==> config.mk <==
export PLATFORM = sky130hd
export DESIGN_NAME = hdr_ratio_sel
export DESIGN_NICKNAME = d
export VERILOG_FILES = /design/src/rtl/hdr_ratio_pkg.sv /design/src/rtl/hdr_flag_capture.sv /design/src/rtl/hdr_ratio_map.sv /design/src/rtl/hdr_ratio_sel.sv
export SDC_FILE = /design/constraint.sdc
export NUM_CORES = 1
export LEC_CHECK = 0
export BUFFER_PORTS_ARGS = -buffer_cell sky130_fd_sc_hd__buf_2
export CELL_PAD_IN_SITES_DETAIL_PLACEMENT = 0
export CELL_PAD_IN_SITES_GLOBAL_PLACEMENT = 1
export CORE_MARGIN = 4
export CORE_UTILIZATION = 17
export CTS_BUF_LIST = sky130_fd_sc_hd__clkbuf_4 sky130_fd_sc_hd__clkbuf_8
export DETAILED_ROUTE_END_ITERATION = 10
export GPL_TIMING_DRIVEN = 0
export PLACE_DENSITY = 0.87
export SYNTH_ARGS = -nofsm -noshare
export SYNTH_HDL_FRONTEND = slang
export SYNTH_SLANG_ARGS = --single-unit
==> constraint.sdc <==
create_clock -name clk -period 1.94 [get_ports clk]
set_clock_uncertainty 0.2 [all_clocks]
set_input_delay 0.388 -clock clk [delete_from_list [all_inputs] [get_ports clk]]
set_output_delay 0.388 -clock clk [all_outputs]
set_load 0.02 [all_outputs]
==> src/rtl/hdr_ratio_pkg.sv <==
package hdr_ratio_pkg;
   typedef enum logic [1:0] {
      RAT_X1 = 2'd0,
      RAT_X2 = 2'd1,
      RAT_X4 = 2'd2,
      RAT_X8 = 2'd3
   } ratio_t;
endpackage

==> src/rtl/hdr_flag_capture.sv <==
module hdr_flag_capture #(
   parameter int DATA_W  = 32,
   parameter int IDX_W   = 16,
   parameter int ENC_IDX = 69,
   parameter int CMP_IDX = 229,
   parameter int ENC_LSB = 2,
   parameter int CMP_BIT = 1
) (
   input  logic              clk,
   input  logic              rst_n,
   input  logic              start,
   input  logic              word_vld,
   input  logic [IDX_W-1:0]  word_idx,
   input  logic [DATA_W-1:0] word_data,
   input  logic              wide_sel,
   input  logic              hdr_end,
   output logic              enc_o,
   output logic              cmp_o,
   output logic              wide_o,
   output logic              vld_o,
   output logic              err_o
);
   localparam logic [IDX_W-1:0] ENC_POS = IDX_W'(ENC_IDX);
   localparam logic [IDX_W-1:0] CMP_POS = IDX_W'(CMP_IDX);

   logic enc_q, cmp_q, wide_q, vld_q, err_q;
   logic open_w, hit_enc, hit_cmp;

   assign open_w  = !vld_q && !err_q;
   assign hit_enc = open_w && word_vld && (word_idx == ENC_POS);
   assign hit_cmp = open_w && word_vld && (word_idx == CMP_POS);

   always_ff @(posedge clk or negedge rst_n) begin
      if (!rst_n) begin
         enc_q  <= 1'b0;
         cmp_q  <= 1'b0;
         wide_q <= 1'b0;
         vld_q  <= 1'b0;
         err_q  <= 1'b0;
      end else if (start) begin
         enc_q  <= 1'b0;
         cmp_q  <= 1'b0;
         wide_q <= 1'b0;
         vld_q  <= 1'b0;
         err_q  <= 1'b0;
      end else begin
         if (hit_enc)
            enc_q <= |word_data[ENC_LSB+1:ENC_LSB];
         if (hit_cmp) begin
            cmp_q  <= ~word_data[CMP_BIT];
            wide_q <= wide_sel;
            vld_q  <= 1'b1;
         end else if (open_w && hdr_end) begin
            err_q <= 1'b1;
         end
      end
   end

   assign enc_o  = enc_q;
   assign cmp_o  = cmp_q;
   assign wide_o = wide_q;
   assign vld_o  = vld_q;
   assign err_o  = err_q;

   AST_VLD_ERR_EXCL: assert property (@(posedge clk) disable iff (!rst_n)
      !(vld_q && err_q));
   AST_ERR_NEEDS_END: assert property (@(posedge clk) disable iff (!rst_n)
      $rose(err_q) |-> $past(hdr_end));
   AST_VLD_AFTER_WORD: assert property (@(posedge clk) disable iff (!rst_n)
      $rose(vld_q) |-> $past(word_vld && word_idx == CMP_POS));
   AST_HOLD_DONE: assert property (@(posedge clk) disable iff (!rst_n)
      (vld_q && !start) |=> (vld_q && $stable(cmp_q) && $stable(enc_q) && $stable(wide_q)));
   AST_START_CLEARS: assert property (@(posedge clk) disable iff (!rst_n)
      start |=> (!vld_q && !err_q && !wide_q));
endmodule

==> src/rtl/hdr_ratio_map.sv <==
module hdr_ratio_map
   import hdr_ratio_pkg::*;
(
   input  logic   enc,
   input  logic   cmp,
   input  logic   wide,
   input  logic   vld,
   output ratio_t ratio
);
   ratio_t base;

   always_comb begin
      if (cmp)
         base = RAT_X4;
      else if (enc)
         base = RAT_X2;
      else
         base = RAT_X1;

      if (!vld)
         ratio = RAT_X1;
      else if (wide && base != RAT_X1)
         ratio = ratio_t'(base + 2'd1);
      else
         ratio = base;
   end
endmodule

==> src/rtl/hdr_ratio_sel.sv <==
module hdr_ratio_sel
   import hdr_ratio_pkg::*;
#(
   parameter int DATA_W  = 32,
   parameter int IDX_W   = 16,
   parameter int ENC_IDX = 69,
   parameter int CMP_IDX = 229,
   parameter int ENC_LSB = 2,
   parameter int CMP_BIT = 1,
   parameter bit OVR_REG = 1'b0
) (
   input  logic              clk,
   input  logic              rst_n,
   input  logic              start,
   input  logic              word_vld,
   input  logic [IDX_W-1:0]  word_idx,
   input  logic [DATA_W-1:0] word_data,
   input  logic              wide_sel,
   input  logic              hdr_end,
   input  logic              force_x1,
   output logic [1:0]        ratio_code,
   output logic              wide_out,
   output logic              ratio_vld,
   output logic              short_err
);
   generate
      if (CMP_IDX <= ENC_IDX)
         $error("compression word must follow encryption word");
      if (CMP_IDX >= (1 << IDX_W))
         $error("IDX_W too narrow for CMP_IDX");
      if (ENC_LSB + 1 >= DATA_W || CMP_BIT >= DATA_W)
         $error("flag bit positions exceed DATA_W");
   endgenerate

   logic   enc_w, cmp_w, wide_w, vld_w, err_w;
   ratio_t ratio_w;

   hdr_flag_capture #(
      .DATA_W (DATA_W),
      .IDX_W  (IDX_W),
      .ENC_IDX(ENC_IDX),
      .CMP_IDX(CMP_IDX),
      .ENC_LSB(ENC_LSB),
      .CMP_BIT(CMP_BIT)
   ) u_cap (
      .clk      (clk),
      .rst_n    (rst_n),
      .start    (start),
      .word_vld (word_vld),
      .word_idx (word_idx),
      .word_data(word_data),
      .wide_sel (wide_sel),
      .hdr_end  (hdr_end),
      .enc_o    (enc_w),
      .cmp_o    (cmp_w),
      .wide_o   (wide_w),
      .vld_o    (vld_w),
      .err_o    (err_w)
   );

   hdr_ratio_map u_map (
      .enc  (enc_w),
      .cmp  (cmp_w),
      .wide (wide_w),
      .vld  (vld_w),
      .ratio(ratio_w)
   );

   generate
      if (OVR_REG) begin : g_ovr_reg
         logic [1:0] code_q;
         always_ff @(posedge clk or negedge rst_n) begin
            if (!rst_n)
               code_q <= 2'd0;
            else
               code_q <= force_x1 ? 2'(RAT_X1) : 2'(ratio_w);
         end
         assign ratio_code = code_q;
      end else begin : g_ovr_comb
         assign ratio_code = force_x1 ? 2'(RAT_X1) : 2'(ratio_w);
      end
   endgenerate

   assign wide_out  = wide_w;
   assign ratio_vld = vld_w;
   assign short_err = err_w;

   AST_X8_NEEDS_WIDE: assert property (@(posedge clk) disable iff (!rst_n)
      (ratio_code == 2'(RAT_X8)) |-> wide_out);
   AST_ERR_RATIO_X1: assert property (@(posedge clk) disable iff (!rst_n)
      short_err |-> (ratio_code == 2'(RAT_X1)));
endmodule

==> After elaboration in Yosys (flattened, before gate mapping) <==
Cells that the tools add are included.
W data, S select, Z words.
{ "classes": {"add_sub_neg": 1, "n_eq_ne": 3, "mux": 16, "bitwise_logic": 1, "reduce_logical": 14} }
{ "ops": {"columns": ["cell", "count"], "rows": [
  ["$eq A16 B7 Y1 const B", 1],
  ["$eq A16 B8 Y1 const B", 1],
  ["$mux W1", 12],
  ["$mux W2", 4],
  ["$reduce_bool A2 Y1", 4],
  ["$logic_and A1 B1 Y1", 6],
  ["$add A2 B1 Y2 const B", 1],
  ["$logic_not A1 Y1", 2],
  ["$ne A2 B2 Y1 const B", 1],
  ["$reduce_and A2 Y1", 1],
  ["$reduce_or A2 Y1", 1],
  ["$not A1 Y1", 1]
]} }
{ "word_totals": {"reg_bits": 5, "inputBits": 55, "output_inout_bits": 5, "wordCells": 40} }

==> Logic depth before layout (Yosys ltp) <==
{ "depth": {"word_depth": 7, "mapped_depth": 4, "depth_no_buf": 4} }

==> By module <==
From an unflattened synthesis, not the netlist that was laid out.
{ "unflattened": {"cells_unflattened": 40, "area_unflattened_um2": 342.8} }
{ "by_module_without_submodules": {"columns": ["module", "instances", "cells_per_inst", "area_each_um2", "seq_area_each_um2"], "rows": [
  ["hdr_flag_capture", 1, 34, 300.3, 125.1],
  ["hdr_ratio_map", 1, 4, 30.0, 0.0],
  ["hdr_ratio_sel", 1, 2, 12.5, 0.0]
]} }

==> Worst setup path after synthesis <==
OpenSTA, ideal clock, no wires.
{ "synth_timing": {"path_kind": "register to output", "from": "reg u_cap.wide_q, in the netlist u_cap.wide_o", "to": "out ratio_code[0]", "arrival_time_ns": 0.986, "t_required_ns": 1.352, "setup_slack_ns": 0.366, "path_stages_with_launch": 4, "path_buffers": 0, "cell_sequence": "dfrtp_1 > nor2_1 > nand2_1 > a21oi_1"} }
{ "synth_via": {"elab_chain_cells": 4} }
{ "synth_rtl": {"columns": ["element", "line", "rtl"], "rows": [
  ["start, declared", "hdr_flag_capture.sv:26", "logic enc_q, cmp_q, wide_q, vld_q, err_q;"],
  ["start signal, assigned", "hdr_flag_capture.sv:51", "wide_q <= wide_sel;"],
  ["$logic_and A1 B1 Y1", "hdr_ratio_map.sv:22", "else if (wide && base != RAT_X1)"],
  ["$mux W2", "hdr_ratio_map.sv:22", null],
  ["$mux W2", "hdr_ratio_map.sv:20", "if (!vld)"],
  ["$mux W2", "hdr_ratio_sel.sv:80", "assign ratio_code = force_x1 ? 2'(RAT_X1) : 2'(ratio_w);"],
  ["end, declared", "hdr_ratio_sel.sv:21", "output logic [1:0] ratio_code,"]
]} }
No other way between the ends.

==> Worst setup path in the final report <==
Ends and elaborated chain as after synthesis.

==> out/results.tsv <==
metric	value	unit
synth_area_leaders	dfrtp_1 33%, o41ai_2 8.5%, nor4b_4 6.2%	
root_buffer	clkbuf_4	
cp_num_buf_inv	1	
syn_inst	37	
path_class	register to primary output	
synth.most_common_cell	nor2_1	
grt_max_degree	10	
n_fill_cell	220	
synth_edf_count	0	
combPwrFrac	0.179	
start_util	0.186	
ys_warn_count	0	
ff2ff_path_depth	4	
cp_data_arrival_time	1.12	ns
drc	0	
antenna_cells	0	
crit_path_max_incr_delay	0.41	ns
min_path_type	primary input to register	
power.density	489	nW/um^2
fmax	587	MHz
whs_path_depth	2	
htreeDepth	1	
drt_iter0_drc	6	
leakage	0.305	nW
dieArea	3080	um^2
fin_nets	128	
run_status	completed	
slowest_stage	dfrtp_1	
final_core_util	0.295	
synth_fa_ha_area_frac	0	
syn_area	384	um^2
finalSetupTns	0	ns
total_power	297	uW
required	1.35	ns
core_area	2060	um^2
power.internal	227	uW
end_kind	primary output	
die_y	55.5	um
critPathTopFamily	flip-flops	
numCtsBuffers	3	
multiInputGateArea	255	um^2
power_frac_clock	0.456	
syn_area_per_cell	10.4	um^2
synth_xor_xnor_area_share	0	
worst-path-max-fanout	5	
vias_per_cell	4.08	
p_sw	69.8	uW
worst_pin_slew	0.246	ns
slew_viol_final	0	
num_io_pins	60	
synth_flop_cell	dfrtp_1	
ys_ff_latch	5	
fin_crit_sh	0.878	
muxShareOfSynthArea	0.0261	
seq_area	125	um^2
peakVddDrop	0.255	mV
num_rows	16	
synthSimpleGateAreaFrac	0.459	
syn_to_final_growth	58.3	%
critPathLaunchType	register	
dp_hpwl	871	um
cts_setup_buffers	0	
synth_top_family_by_area	simple AND/OR/NAND/NOR gates	
ys_types	20	
hold_buffers	1	
async_flop_share	1.00	
ys_seq_area_frac	0.326	
synth.top_cell.area_share	0.326	
p_seq_frac	0.365	
rsz0062_at_grt	false	
grt_pass1_vias	400	
cts.sinks	5	
clk_latency	0.24	ns
ctsResizeCount	0	
yosys.area.top_type	dfrtp_1	
synth.top_cells.by_count	6 x nor2_1, 5 x dfrtp_1, 3 x nand2_1, 3 x nand2b_1	
crit_cells	4	
num_vias	404	
grt_pass1_wl	1710	um
cts.clk_slew.worst_paths	0.04	ns
cts_tree	yes	
grt_use_total	0.0720	
maxCapViolations	0	
avgRoutedWirePerCell	10.3	um
setup_viol	0	
routabilityCongestion	0.731	
routed_wirelength	1020	um
synth-compound-area-share	0.179	
dp_cells	94	
clockBufferDepth	2	
antenna_found_initial	0	
overflow	0	
drtPass1Iterations	2	
drive_gt1_frac	0.597	
switching_share	0.235	
fin_cells	99	
ant_nets	0	
die_x	55.5	um
min_period	1.70	ns
synth.net_count	92	
hold_viol	0	
path_cells	nor2_1 > nand2_1 > a21oi_1 > buf_2	
portBuffers	30	
slew_headroom	0.835	
## sequential cells by signal, summed over array words and instances (netlist names)
register	count
u_cap.cmp_o	1
u_cap.enc_o	1
u_cap.err_o	1
u_cap.vld_o	1
u_cap.wide_o	1
## area by class of cell
type | count | area share
Tap cell | 27 | 0.0556
Sequential cell | 5 | 0.206
Clock buffer | 4 | 0.0494
Multi-Input combinational cell | 31 | 0.420
Timing Repair Buffer | 31 | 0.263
Inverter | 1 | 0.00617
## stage by stage
stage                     hold WS (ns)  instance area (um^2)  worst slack [ns]
final                            0.134                   608             0.237
after global placement         0.00587                   568             0.313
after global routing             0.125                   608             0.134
after CTS                        0.129                   608             0.228
after detailed placement       0.00878                   568             0.286
after floorplan                 -0.108                   384             0.366
## per-layer routing
metal	up-vias	wire length, um	track usage
met5	-	0	0
met2	19	467	0.0997
li1	207	-	-
met1	176	432	0.0862
met4	0	11	0.0313
met3	2	107	0.0466
## path summary, 6_finish.rpt
kind                              start            end  slack (ns)
max                        u_cap.wide_o  ratio_code[0]        0.24
min                        word_data[1]    u_cap.cmp_o        0.13
max reg2reg                 u_cap.vld_o   u_cap.wide_o        0.44
min reg2reg                 u_cap.err_o    u_cap.err_o        0.38
max in group asynchronous         rst_n    u_cap.cmp_o        1.12
min in group asynchronous         rst_n    u_cap.err_o        0.28
## power by group through the flow
stage / registers [mW] / clock network (mW) / logic, mW
global placement: 0.110 / 0 / 0.0516
CTS: 0.109 / 0.143 / 0.0540
floorplan: 0.112 / 0 / 0.0138
detailed placement: 0.110 / 0 / 0.0524
finish: 0.109 / 0.135 / 0.0531
global route: 0.109 / 0.152 / 0.0585
## logic make-up after synthesis
kind of cell           count (synthesis)
DFF                                    5
buffers and inverters                  1
AOI/OAI and AO/OA                      8
muxes                                  1
and+or+nand+nor                       22
## layout by cell type, fill, tap and decap left out
cell           synthesis  layout
buf_2                  0      30
nor2_1                 6       6
dfrtp_1                5       5
clkbuf_4               0       4
nand2_1                3       3
nand2b_1               3       3
a21oi_1                2       2
nor2b_1                2       2
o21ai_1                2       2
o41ai_2                2       2
inv_1                  1       1
nor4_4                 1       1
and4bb_2               1       1
nand3_4                1       1
nor4b_4                1       1
nor3b_2                1       1
nand4_2                1       1
nor2_2                 1       1
o22ai_1                1       1
o21ba_1                1       1
nand3_1                1       1
mux2i_1                1       1
dlygate4sd3_1          0       1
Power figures use the tool's default switching activity.
